File: config.mk
export PLATFORM = sky130hd
export DESIGN_NAME = pwr_state_ctl
export DESIGN_NICKNAME = d
export VERILOG_FILES = /design/src/rtl/pwr_ctl_pkg.sv /design/src/rtl/pwr_ctl_dp.sv /design/src/rtl/pwr_ctl_fsm.sv /design/src/rtl/pwr_state_ctl.sv
export SDC_FILE = /design/constraint.sdc
export NUM_CORES = 1
export LEC_CHECK = 0
export BUFFER_PORTS_ARGS = -buffer_cell sky130_fd_sc_hd__buf_2
export CAP_MARGIN = 20
export CORE_AREA = 2 2 98 100
export DETAILED_ROUTE_END_ITERATION = 10
export DIE_AREA = 0 0 100 102
export PLACE_DENSITY = 0.79
export REMOVE_ABC_BUFFERS = 1
export SETUP_SLACK_MARGIN = 0.02
export SLEW_MARGIN = 30
export SYNTH_ARGS = -nofsm -noshare
export SYNTH_HDL_FRONTEND = slang
export SYNTH_SLANG_ARGS = --single-unit
File: constraint.sdc
create_clock -name clk -period 4.35 [get_ports clk]
set_input_delay 0.2175 -clock clk [delete_from_list [all_inputs] [get_ports clk]]
set_output_delay 0.2175 -clock clk [all_outputs]
set_load 0.05 [all_outputs]
File: src/rtl/pwr_ctl_pkg.sv
package pwr_ctl_pkg;

  typedef enum logic [2:0] {
    ST_RUN   = 3'd0,
    ST_IDLE  = 3'd1,
    ST_SHDN  = 3'd2,
    ST_SLEEP = 3'd3,
    ST_WAKE  = 3'd4
  } pwrState_t;

  // Strobes sent from the control FSM to the datapath
  typedef struct packed {
    logic loadIdle;
    logic loadShdn;
    logic loadWake;
    logic decCnt;
    logic clrSleep;
    logic incSleep;
    logic incShutdown;
    logic markSleepExit;
    logic markAbort;
  } dpCtl_t;

endpackage

File: src/rtl/pwr_ctl_dp.sv
module pwr_ctl_dp
  import pwr_ctl_pkg::*;
#(
  parameter int CNT_W  = 16,
  parameter int SLP_W  = 20,
  parameter int STAT_W = 16
) (
  input  logic              clk,
  input  logic              rstN,
  input  dpCtl_t            ctl,
  input  logic [CNT_W-1:0]  idleTimeout,
  input  logic [CNT_W-1:0]  shutdownDelay,
  input  logic [CNT_W-1:0]  wakeupDelay,
  input  logic [SLP_W-1:0]  breakEven,
  output logic              cntLast,
  output logic [STAT_W-1:0] shutdownCount,
  output logic [STAT_W-1:0] wrongCount
);

  logic [CNT_W-1:0] phaseCnt;
  logic [SLP_W-1:0] sleepLen;
  logic [SLP_W:0]   sleepDur;
  logic             wrongHit;

  // One down-counter shared by the idle, shutdown and wakeup phases
  always_ff @(posedge clk or negedge rstN) begin
    if (!rstN)                 phaseCnt <= '0;
    else if (ctl.loadIdle)     phaseCnt <= idleTimeout;
    else if (ctl.loadShdn)     phaseCnt <= shutdownDelay;
    else if (ctl.loadWake)     phaseCnt <= wakeupDelay;
    else if (ctl.decCnt && phaseCnt != '0) phaseCnt <= phaseCnt - 1'b1;
  end

  assign cntLast = (phaseCnt <= CNT_W'(1));

  // Length of the current sleep, saturating
  always_ff @(posedge clk or negedge rstN) begin
    if (!rstN)                                   sleepLen <= '0;
    else if (ctl.clrSleep)                       sleepLen <= '0;
    else if (ctl.incSleep && sleepLen != '1)     sleepLen <= sleepLen + 1'b1;
  end

  assign sleepDur = {1'b0, sleepLen} + 1'b1;

  always_comb begin
    if (ctl.markSleepExit)  wrongHit = (sleepDur < {1'b0, breakEven});
    else if (ctl.markAbort) wrongHit = (breakEven != '0);
    else                    wrongHit = 1'b0;
  end

  // Saturating statistics counters
  logic [1:0] statInc;
  logic [STAT_W-1:0] statVal [2];
  assign statInc = {wrongHit, ctl.incShutdown};

  for (genvar g = 0; g < 2; g++) begin : gStat
    always_ff @(posedge clk or negedge rstN) begin
      if (!rstN)                                   statVal[g] <= '0;
      else if (statInc[g] && statVal[g] != '1)     statVal[g] <= statVal[g] + 1'b1;
    end
  end

  assign shutdownCount = statVal[0];
  assign wrongCount    = statVal[1];

endmodule

File: src/rtl/pwr_ctl_fsm.sv
module pwr_ctl_fsm
  import pwr_ctl_pkg::*;
(
  input  logic      clk,
  input  logic      rstN,
  input  logic      busy,
  input  logic      cntLast,
  output pwrState_t curState,
  output dpCtl_t    ctl
);

  pwrState_t nextState;
  logic      reqPending;

  always_comb begin
    nextState = curState;
    ctl       = '0;
    unique case (curState)
      ST_RUN: begin
        if (!busy) begin
          nextState    = ST_IDLE;
          ctl.loadIdle = 1'b1;
        end
      end
      ST_IDLE: begin
        if (busy) begin
          nextState = ST_RUN;
        end else if (cntLast) begin
          nextState       = ST_SHDN;
          ctl.loadShdn    = 1'b1;
          ctl.incShutdown = 1'b1;
        end else begin
          ctl.decCnt = 1'b1;
        end
      end
      ST_SHDN: begin
        if (cntLast) begin
          if (reqPending || busy) begin
            nextState     = ST_WAKE;
            ctl.loadWake  = 1'b1;
            ctl.markAbort = 1'b1;
          end else begin
            nextState    = ST_SLEEP;
            ctl.clrSleep = 1'b1;
          end
        end else begin
          ctl.decCnt = 1'b1;
        end
      end
      ST_SLEEP: begin
        if (busy) begin
          nextState         = ST_WAKE;
          ctl.loadWake      = 1'b1;
          ctl.markSleepExit = 1'b1;
        end else begin
          ctl.incSleep = 1'b1;
        end
      end
      ST_WAKE: begin
        if (cntLast) nextState  = ST_RUN;
        else         ctl.decCnt = 1'b1;
      end
      default: nextState = ST_RUN;
    endcase
  end

  always_ff @(posedge clk or negedge rstN) begin
    if (!rstN) begin
      curState   <= ST_RUN;
      reqPending <= 1'b0;
    end else begin
      curState   <= nextState;
      reqPending <= (curState == ST_SHDN && nextState == ST_SHDN) ? (reqPending | busy) : 1'b0;
    end
  end

endmodule

File: src/rtl/pwr_state_ctl.sv
module pwr_state_ctl
  import pwr_ctl_pkg::*;
#(
  parameter int CNT_W  = 16,
  parameter int SLP_W  = 20,
  parameter int STAT_W = 16
) (
  input  logic              clk,
  input  logic              rstN,
  input  logic              busy,
  input  logic [CNT_W-1:0]  idleTimeout,
  input  logic [CNT_W-1:0]  shutdownDelay,
  input  logic [CNT_W-1:0]  wakeupDelay,
  input  logic [SLP_W-1:0]  breakEven,
  output logic [2:0]        state,
  output logic              pwrGateEn,
  output logic              clkGateEn,
  output logic              ready,
  output logic [STAT_W-1:0] shutdownCount,
  output logic [STAT_W-1:0] wrongCount
);

  pwrState_t curState;
  dpCtl_t    ctl;
  logic      cntLast;

  pwr_ctl_fsm u_fsm (
    .clk      (clk),
    .rstN     (rstN),
    .busy     (busy),
    .cntLast  (cntLast),
    .curState (curState),
    .ctl      (ctl)
  );

  pwr_ctl_dp #(
    .CNT_W  (CNT_W),
    .SLP_W  (SLP_W),
    .STAT_W (STAT_W)
  ) u_dp (
    .clk           (clk),
    .rstN          (rstN),
    .ctl           (ctl),
    .idleTimeout   (idleTimeout),
    .shutdownDelay (shutdownDelay),
    .wakeupDelay   (wakeupDelay),
    .breakEven     (breakEven),
    .cntLast       (cntLast),
    .shutdownCount (shutdownCount),
    .wrongCount    (wrongCount)
  );

  assign state     = curState;
  assign ready     = (curState == ST_RUN);
  assign clkGateEn = (curState == ST_IDLE) || (curState == ST_SLEEP);
  assign pwrGateEn = (curState == ST_SLEEP);

endmodule

==> results.cfg, run 1 <==
[clock_tree]
cts-resized-gates = 0
post_cts_buffers = 0
numCtsBuffers = 9
clk_pin_slew_ns = 0.09
cts-root-buf = clkbuf_8
insertion_delay_ns = 0.36
clock_path_buffers = 2
ctsHoldBuffers = 1
cts-htree-levels = 3
cts_tree = yes
clock_sinks = 72

[route]
wl_met2_microns = 6180
dr.pass1.iters = 5
vias_per_cell = 5.97
drt_iter0_drc = 235
antenna_left = 0
drt-wirelength-per-cell_microns = 16.1
drc = 0
num_vias = 4574
drt-total-wl_microns = 12400
met3_length_microns = 588
m1WireLength_microns = 5480
topRoutingLayerUsed = met4

[grt]
grt_pass1_vias = 4323
grt_usage_pct = 24.3
antenna_found_initial = 0
overflow = 0
grt_max_degree = 48
grt_pass1_wl_microns = 20100

[hold_path]
hp-class = in2reg

[timing]
slew_headroom_pct = 48.9
finClkSkew_ns = 0.0154
fmax_mhz = 279
fin_crit_sh_pct = 82.4
tightest_slew_ns = 0.766
fin_setup_tns_ns = 0
rsz0062_at_grt = false
finalHoldViolCount = 0
finalSetupViolCount = 0
min_period_ns = 3.58
slew_viol_final = 0

[placement]
place_inst = 749
portBuffers = 108
routabilityCongestion = 0.946
hpwl_microns = 9090

[floorplan]
die_h_microns = 102
rows = 35
die_area_sq_mm = 0.0102
io_pins = 109
core-area_sq_mm = 0.00911
initial_utilization_pct = 53.5
die_w_microns = 100

[logic_synthesis]
syn_area_sq_mm = 0.00487
synth-seq-area-share_pct = 37.0
synth_top_area_share_pct = 37.0
synth_flop_cell = dfrtp_1
synth.avg_cell_area_sq_um = 8.97
synth-seq-cells = 72
yosysWarnings = 0
synth-async-reset-ratio_pct = 100
syn_inst = 543
synth_edf_count = 0
synthDistinctLibCells = 64
synth_area_leaders = dfrtp_1, ha_1, xnor2_1
synth_top_area_cell = dfrtp_1

[pwr]
leakagePower_nw = 2.80
power_density_mw_per_mm2 = 269
peakVddDrop_mv = 0.143

[setup_path]
critical_path_class = reg2reg
arrival_ns = 3.83
cpPeakStageDelay_ns = 0.43
crit_fanout = 15
crit_path_start_kind = register
cp_slowest_cell = dfrtp_1
timing.critical_path.mode_cell = ha_1
crit_chain = ha_1, and3_1, and2_1, nand3_1, nor3_1, xor2_1, ha_1, nand4_1, nor4_1, o21ai_0, o2111a_1, a21o_4, mux2_2
end_kind = register
crit_required_ns = 4.60

[layout]
n_fill_cell = 803
syn_to_final_growth_pct = 17.5
final_common_cell = buf_2
drive_gt1_share_pct = 22.4
fin_cells = 766
antennaDiodeCount = 0
final_cell_mix = buf_2, dfrtp_1, nand2_1
num-nets-final = 746

[status]
outcome = finished, final reports clean

[job]
max-cap-violations = 0
==> layout make-up <==
class | count | area [sq um] | area share (%)
clock buffer | 9 | 124 | 2.17
clock inverter | 7 | 83.8 | 1.47
inverter | 26 | 97.6 | 1.71
multi-input combinational | 428 | 2890 | 50.5
sequential | 72 | 1800 | 31.5
tap | 111 | 139 | 2.43
timing repair buffer | 113 | 583 | 10.2
==> worst paths after layout <==
path	cells past startpoint	slack, ns	end	startpoint
worst max-delay path	13	0.77	u_dp.wrongCount[1]	u_dp.sleepLen[0]
worst min-delay path	3	0.15	u_dp.phaseCnt[0]	idleTimeout[0]
worst max register to register	13	0.77	u_dp.wrongCount[1]	u_dp.sleepLen[0]
worst min register to register	1	0.50	u_dp.shutdownCount[7]	u_dp.shutdownCount[7]
max in group asynchronous	3	3.15	u_dp.wrongCount[5]	rstN
min in group asynchronous	2	0.42	u_dp.sleepLen[8]	rstN
==> metrics by stage <==
stage	util [%]	instance area, sq um	power (mW)	hold WS (ns)	setup WS, ns
finish	62.8	5720	1.54	0.150	0.765
global route	62.8	5720	1.61	0.153	0.441
CTS	62.8	5720	1.54	0.140	0.776
detailed placement	60.4	5500	0.976	0.274	0.796
global placement	60.4	5500	0.968	0.473	0.908
floorplan	-	4790	0.890	-0.0781	1.12
==> Yosys cell counts (8+ instances only) <==
| library cell | instances |
|---|---|
| a21oi_1 | 17 |
| a31oi_1 | 8 |
| and3_1 | 14 |
| clkbuf_1 | 15 |
| dfrtp_1 | 72 |
| ha_1 | 25 |
| inv_1 | 26 |
| nand2_1 | 51 |
| nand3_1 | 28 |
| nand4_1 | 14 |
| nor2_1 | 42 |
| nor3_1 | 8 |
| nor4_1 | 10 |
| o211ai_1 | 8 |
| o21ai_0 | 26 |
| o21ai_1 | 11 |
| o22ai_1 | 10 |
| o31ai_1 | 13 |
| xnor2_1 | 33 |
| xor2_1 | 18 |
==> power breakdown <==
| group | internal [mW] | total (mW) | switching [mW] |
|---|---|---|---|
| Clock | 0.276 | 0.569 | 0.293 |
| Sequential | 0.697 | 0.738 | 0.0409 |
| Combinational | 0.104 | 0.230 | 0.126 |
| Total | 1.08 | 1.54 | 0.460 |
==> state kept, by name, indices dropped and copies added (netlist names) <==
name and flops:
u_fsm.curState 3, u_dp.wrongCount 16, u_dp.phaseCnt 16, u_dp.shutdownCount 16, u_dp.sleepLen 20, u_fsm.reqPending 1
==> worst max-delay path, delay by kind of cell (launching register included) <==
kind	cells	cell delay [ns]
simple gates	6	1.40
compound gates	3	0.65
fa+ha+maj	2	0.59
flops	1	0.43
mux	1	0.28
xor+xnor	1	0.12
==> routing by layer <==
metal	GRT usage, %	up-vias
met5	0	-
met4	8.01	0
met3	1.98	8
met2	41.7	164
met1	32.9	2188
li1	-	2214
==> logic make-up (layout without fill, tap and decap cells) <==
group,count (synthesis),count (layout),synth area share [%]
simple gates,206,206,22.6
flops,72,72,37.0
compound gates,140,140,19.9
mux,6,6,1.31
xor+xnor,51,51,9.17
buf+inv,43,155,3.62
fa+ha+maj,25,25,6.42
Note: power is estimated with default switching activity, not from simulation.
==> run 2, diff against run 1 <==
--- a/config.mk
+++ b/config.mk
@@ -7,10 +7,10 @@
 export LEC_CHECK = 0
 export BUFFER_PORTS_ARGS = -buffer_cell sky130_fd_sc_hd__buf_2
 export CAP_MARGIN = 20
-export CORE_AREA = 2 2 98 100
+export CORE_AREA = 2 2 102 104
 export DETAILED_ROUTE_END_ITERATION = 10
-export DIE_AREA = 0 0 100 102
-export PLACE_DENSITY = 0.79
+export DIE_AREA = 0 0 104 106
+export PLACE_DENSITY = 0.76
 export REMOVE_ABC_BUFFERS = 1
 export SETUP_SLACK_MARGIN = 0.02
 export SLEW_MARGIN = 30
==> constraint.sdc (replaced) <==
create_clock -name clk -period 2.99 [get_ports clk]
set_input_delay 0.1495 -clock clk [delete_from_list [all_inputs] [get_ports clk]]
set_output_delay 0.1495 -clock clk [all_outputs]
set_load 0.05 [all_outputs]
==> results.cfg, run 2 (synthesis results as in run 1) <==
[status]
outcome = complete, but fails checks
violations = negative setup slack

[route]
drt-wirelength-per-cell_microns = 16.3
drc = 0
drt-total-wl_microns = 13700
dr.pass1.iters = 5
antenna_left = 0
num_vias = 4859
drt_iter0_drc = 286
vias_per_cell = 5.80

[timing]
slew_viol_final = 0
slew_headroom_pct = 45.4
fmax_mhz = 318
tightest_slew_ns = 0.819
fin_crit_sh_pct = 105
finClkSkew_ns = 0.00947
finalHoldViolCount = 0
worst_slack_ns = -0.158
min_period_ns = 3.15
finalSetupViolCount = 15
rsz0062_at_grt = true

[floorplan]
die_area_sq_mm = 0.0110
io_pins = 109
core-area_sq_mm = 0.0100
initial_utilization_pct = 48.7
die_h_microns = 106
rows = 37
die_w_microns = 104

[layout]
syn_to_final_growth_pct = 30.1
num-nets-final = 793
regArea_sq_mm = 0.00180
multi_input_area_sq_mm = 0.00309
drive_gt1_share_pct = 31.9
fin_cells = 838
design_area_sq_mm = 0.00633
antennaDiodeCount = 0
n_fill_cell = 880
largest_register_ffs = 20
largest-register = u_dp.sleepLen
utilization_pct = 63.4
final_cell_mix = buf_2, dfrtp_1, nand2_1, buf_4, nor2_1
final_common_cell = buf_2

[hold_path]
hp-class = in2reg

[setup_path]
critical_path_class = reg2reg
ff2ff_setup_slack_ns = -0.16
crit_fanout = 8
end_kind = register
crit_path_start_kind = register
crit_required_ns = 3.21
arrival_ns = 3.37

[grt]
grt_max_degree = 38
grt_usage_pct = 24.9
grt_pass1_vias = 4797
antenna_found_initial = 0
overflow = 0
grt_pass1_wl_microns = 22600

[clock_tree]
cts-root-buf = clkbuf_8
clock_path_buffers = 2
numCtsBuffers = 9
clk_pin_slew_ns = 0.08
insertion_delay_ns = 0.34
cts-htree-levels = 3
cts_tree = yes
clock_sinks = 72

[placement]
pre_cts_ws_ns = -0.234
hpwl_microns = 9660
placed_area_sq_mm = 0.00578
place_inst = 806
portBuffers = 108
routabilityCongestion = 0.874

[job]
max-cap-violations = 0

[pwr]
power_density_mw_per_mm2 = 360
leakagePower_nw = 3.11
peakVddDrop_mv = 0.307
==> run 2: changes by cell type in the layout (fill, tap and decap cells not counted), moves of 3 or more <==
| cell | before | now |
|---|---|---|
| buf_4 | 5 | 48 |
| and3_4 | 0 | 3 |
| nand2_1 | 51 | 48 |
| and3_1 | 14 | 11 |
| nand3_2 | 0 | 6 |
| nand3_1 | 28 | 20 |
| inv_6 | 3 | 0 |
==> run 2: cell type report <==
class | instances | area share (%)
well taps | 136 | 2.69
flip-flops and latches | 72 | 28.4
multi-input cells | 429 | 48.8
inverters | 26 | 1.54
repair buffers | 159 | 15.0
clock inverters | 7 | 1.52
clock buffers | 9 | 1.96
==> run 2: worst paths after layout <==
| check | startpoint | endpoint | depth (start not counted) |
|---|---|---|---|
| worst max-delay path | u_dp.sleepLen[1] | u_dp.wrongCount[1] | 13 |
| worst min-delay path | idleTimeout[0] | u_dp.phaseCnt[0] | 3 |
| worst max register to register | u_dp.sleepLen[1] | u_dp.wrongCount[1] | 13 |
| worst min register to register | u_dp.shutdownCount[7] | u_dp.shutdownCount[7] | 1 |
| max in group asynchronous | rstN | u_dp.shutdownCount[8] | 3 |
| min in group asynchronous | rstN | u_dp.sleepLen[15] | 2 |
==> run 2: timing repair <==
action | in CTS | in global routing
hold buffers | 1 | 0
setup buffers | 8 | 5
pin swaps | 17 | 18
endpoints found under the hold margin | 35 | 0
endpoints found under the setup margin | 16 | 16
resized for setup | 20 | 19
cloned | 1 | 0
==> run 2: power breakdown <==
part / internal, mW / leakage (nW) / switching [mW]
Clock: 0.469 / 0.101 / 0.390
Combinational: 0.159 / 2.07 / 0.190
Sequential: 1.01 / 0.934 / 0.0598
==> run 2: through the flow <==
stage	power, mW	hold slack, ns	TNS [ns]
after global routing	2.40	0.101	-2.64
final	2.28	0.0860	-0.643
after global placement	1.41	0.296	-0.0600
after detailed placement	1.43	0.300	-2.20
after floorplan	1.29	-0.146	-3.46
after CTS	2.29	0.0795	-0.0543
==> run 2: layer usage <==
layer  part of all wire (%)  global-route usage, %  vias to the layer above  routed length [microns]
met5                      0                      0                        -                        0
met4                    1.5                   7.92                        0                      211
met3                    4.8                   3.62                       20                      662
met2                     52                   43.7                      171                     7070
met1                     42                   31.8                     2360                     5740
li1                       -                      -                     2308                        -
==> run 2: critical path: stages (launching register included) <==
cell and delay [ns]:
dfrtp_1 0.39, buf_4 0.12, and4_4 0.24, nand4_1 0.19
nor2_4 0.19, nand3_2 0.09, xnor2_1 0.14, ha_1 0.34
nand3_2 0.11, nor4_2 0.26, o21ai_1 0.12, o2111a_2 0.31
a21o_4 0.23, mux2_4 0.30
==> run 3, diff against run 2 <==
--- a/config.mk
+++ b/config.mk
@@ -7,10 +7,10 @@
 export LEC_CHECK = 0
 export BUFFER_PORTS_ARGS = -buffer_cell sky130_fd_sc_hd__buf_2
 export CAP_MARGIN = 20
-export CORE_AREA = 2 2 102 104
+export CORE_AREA = 2 2 98 100
 export DETAILED_ROUTE_END_ITERATION = 10
-export DIE_AREA = 0 0 104 106
-export PLACE_DENSITY = 0.76
+export DIE_AREA = 0 0 100 102
+export PLACE_DENSITY = 0.79
 export REMOVE_ABC_BUFFERS = 1
 export SETUP_SLACK_MARGIN = 0.02
 export SLEW_MARGIN = 30
==> constraint.sdc (replaced) <==
create_clock -name clk -period 3.35 [get_ports clk]
set_input_delay 0.1675 -clock clk [delete_from_list [all_inputs] [get_ports clk]]
set_output_delay 0.1675 -clock clk [all_outputs]
set_load 0.05 [all_outputs]
==> results.cfg, run 3 (synthesis results as in run 1) <==
[setup_path]
cp_slowest_cell = dfrtp_1
arrival_ns = 3.43
crit_buf_inv = 1
cpPeakStageDelay_ns = 0.39
crit_required_ns = 3.58
cp_top_family = simple AND/OR/NAND/NOR gates
end_kind = register
crit_chain = ha_1, and3_1, buf_4, nand4_1, xnor2_1, ha_1, nand4_1, nor4_2, o21ai_1, o2111a_1, a21o_4, mux2_2
crit_fanout = 8
critical_path_class = reg2reg
crit_path_start_kind = register

[layout]
largest_register_ffs = 20
largest-register = u_dp.sleepLen
num-nets-final = 762
drive_gt1_share_pct = 25.8
final_cell_mix = buf_2, dfrtp_1, nand2_1
syn_to_final_growth_pct = 19.8
antennaDiodeCount = 0
utilization_pct = 64.1
final_common_cell = buf_2

[timing]
slew_viol_final = 0
fmax_mhz = 313
slew_headroom_pct = 47.4
finalHoldViolCount = 0
min_period_ns = 3.20
finClkSkew_ns = 0.0141
whs_ns = 0.0941
finalSetupViolCount = 0
fin_crit_sh_pct = 95.5
tightest_slew_ns = 0.789

[clock_tree]
insertion_delay_ns = 0.35
cts-htree-levels = 3
clock_path_buffers = 2
cts-root-buf = clkbuf_8
cts_tree = yes
clock_sinks = 72
numCtsBuffers = 9
clk_pin_slew_ns = 0.08

[route]
drt-total-wl_microns = 12400
dr.pass1.iters = 5
drc = 0
num_vias = 4733
vias_per_cell = 6.05
drt_iter0_drc = 183
antenna_left = 0
drt-wirelength-per-cell_microns = 15.8

[grt]
grt_pass1_vias = 4459
grt_max_degree = 33
met3_usage_pct = 3.01
use_met2_pct = 40.8
overflow = 0
grt_pass1_wl_microns = 20300
busiest_layer = met2
grt_usage_pct = 24.6
met1_usage_pct = 32.6
antenna_found_initial = 0

[pwr]
power_density_mw_per_mm2 = 321
leakagePower_nw = 2.87
peakVddDrop_mv = 0.231

[floorplan]
die_w_microns = 100
rows = 35
initial_utilization_pct = 53.5
io_pins = 109
die_h_microns = 102
die_area_sq_mm = 0.0102
core-area_sq_mm = 0.00911

[job]
max-cap-violations = 0

[placement]
routabilityCongestion = 0.938
portBuffers = 108
hpwl_microns = 9220

[status]
outcome = finished, final reports clean

[hold_path]
hp-class = in2reg
## run 3: cell count changes in the layout (fill, tap and decap cells not counted), moves of 3 or more
cell     previous run  this run
nand3_2             6         0
nand3_1            20        28
and3_1             11        14
and3_4              3         0
nand2_1            48        51
buf_4              48        19
## run 3: layout make-up
| type | count | area (sq um) |
|---|---|---|
| tap | 111 | 139 |
| multi-input combinational | 429 | 2930 |
| inverter | 26 | 97.6 |
| fill | 771 | 3270 |
| sequential | 72 | 1800 |
| clock buffer | 9 | 124 |
| clock inverter | 7 | 47.5 |
| timing repair buffer | 128 | 693 |
## run 3: worst register-to-register path, cell delays in order (launching register included)
cell	delay, ns
dfrtp_1	0.39
ha_1	0.18
and3_1	0.18
buf_4	0.14
nand4_1	0.23
xnor2_1	0.22
ha_1	0.33
nand4_1	0.22
nor4_2	0.29
o21ai_1	0.11
o2111a_1	0.28
a21o_4	0.23
mux2_2	0.27
## run 3: path summary, 6_finish.rpt
path / slack (ns) / from / cells past startpoint / end
setup / recovery: 0.15 / u_dp.sleepLen[1] / 12 / u_dp.wrongCount[1]
hold reg to reg: 0.49 / u_dp.wrongCount[10] / 1 / u_dp.wrongCount[10]
setup reg to reg: 0.15 / u_dp.sleepLen[1] / 12 / u_dp.wrongCount[1]
max in group asynchronous: 2.08 / rstN / 3 / u_dp.sleepLen[0]
hold / removal: 0.09 / idleTimeout[0] / 3 / u_dp.phaseCnt[0]
min in group asynchronous: 0.44 / rstN / 2 / u_dp.phaseCnt[13]
## run 3: through the flow
| stage | setup slack, ns | power [mW] | setup TNS (ns) | cells | instance area (sq um) |
|---|---|---|---|---|---|
| after floorplan | 0.124 | 1.16 | 0 | 526 | 4790 |
| after global placement | 0.181 | 1.26 | 0 | 761 | 5590 |
| after detailed placement | 0.0259 | 1.27 | 0 | 761 | 5590 |
| after CTS | 0.0824 | 1.88 | 0 | 778 | 5780 |
| after global routing | -0.0210 | 1.97 | -0.0210 | 782 | 5840 |
| final | 0.152 | 1.87 | 0 | 782 | 5840 |
## run 3: what timing repair did
action	4_1_cts	5_1_grt
pin swaps	0	5
setup endpoints to repair	1	16
cloned	0	1
hold buffers	1	0
buffers inserted	0	3
endpoints found under the hold margin	30	0
resized for setup	1	10
## run 3: metal layers
layer | wire length, microns | vias to the layer above | part of all wire (%)
met5 | 0 | - | 0
met4 | 295 | 0 | 2.4
met3 | 604 | 26 | 4.9
met2 | 5930 | 170 | 48
met1 | 5560 | 2287 | 45
li1 | - | 2250 | -
## run 3: power breakdown
part | switching [mW] | total [mW] | internal [mW] | leakage [nW]
Clock | 0.342 | 0.611 | 0.268 | 0.0854
Sequential | 0.0540 | 0.959 | 0.905 | 0.930
Combinational | 0.166 | 0.302 | 0.137 | 1.85
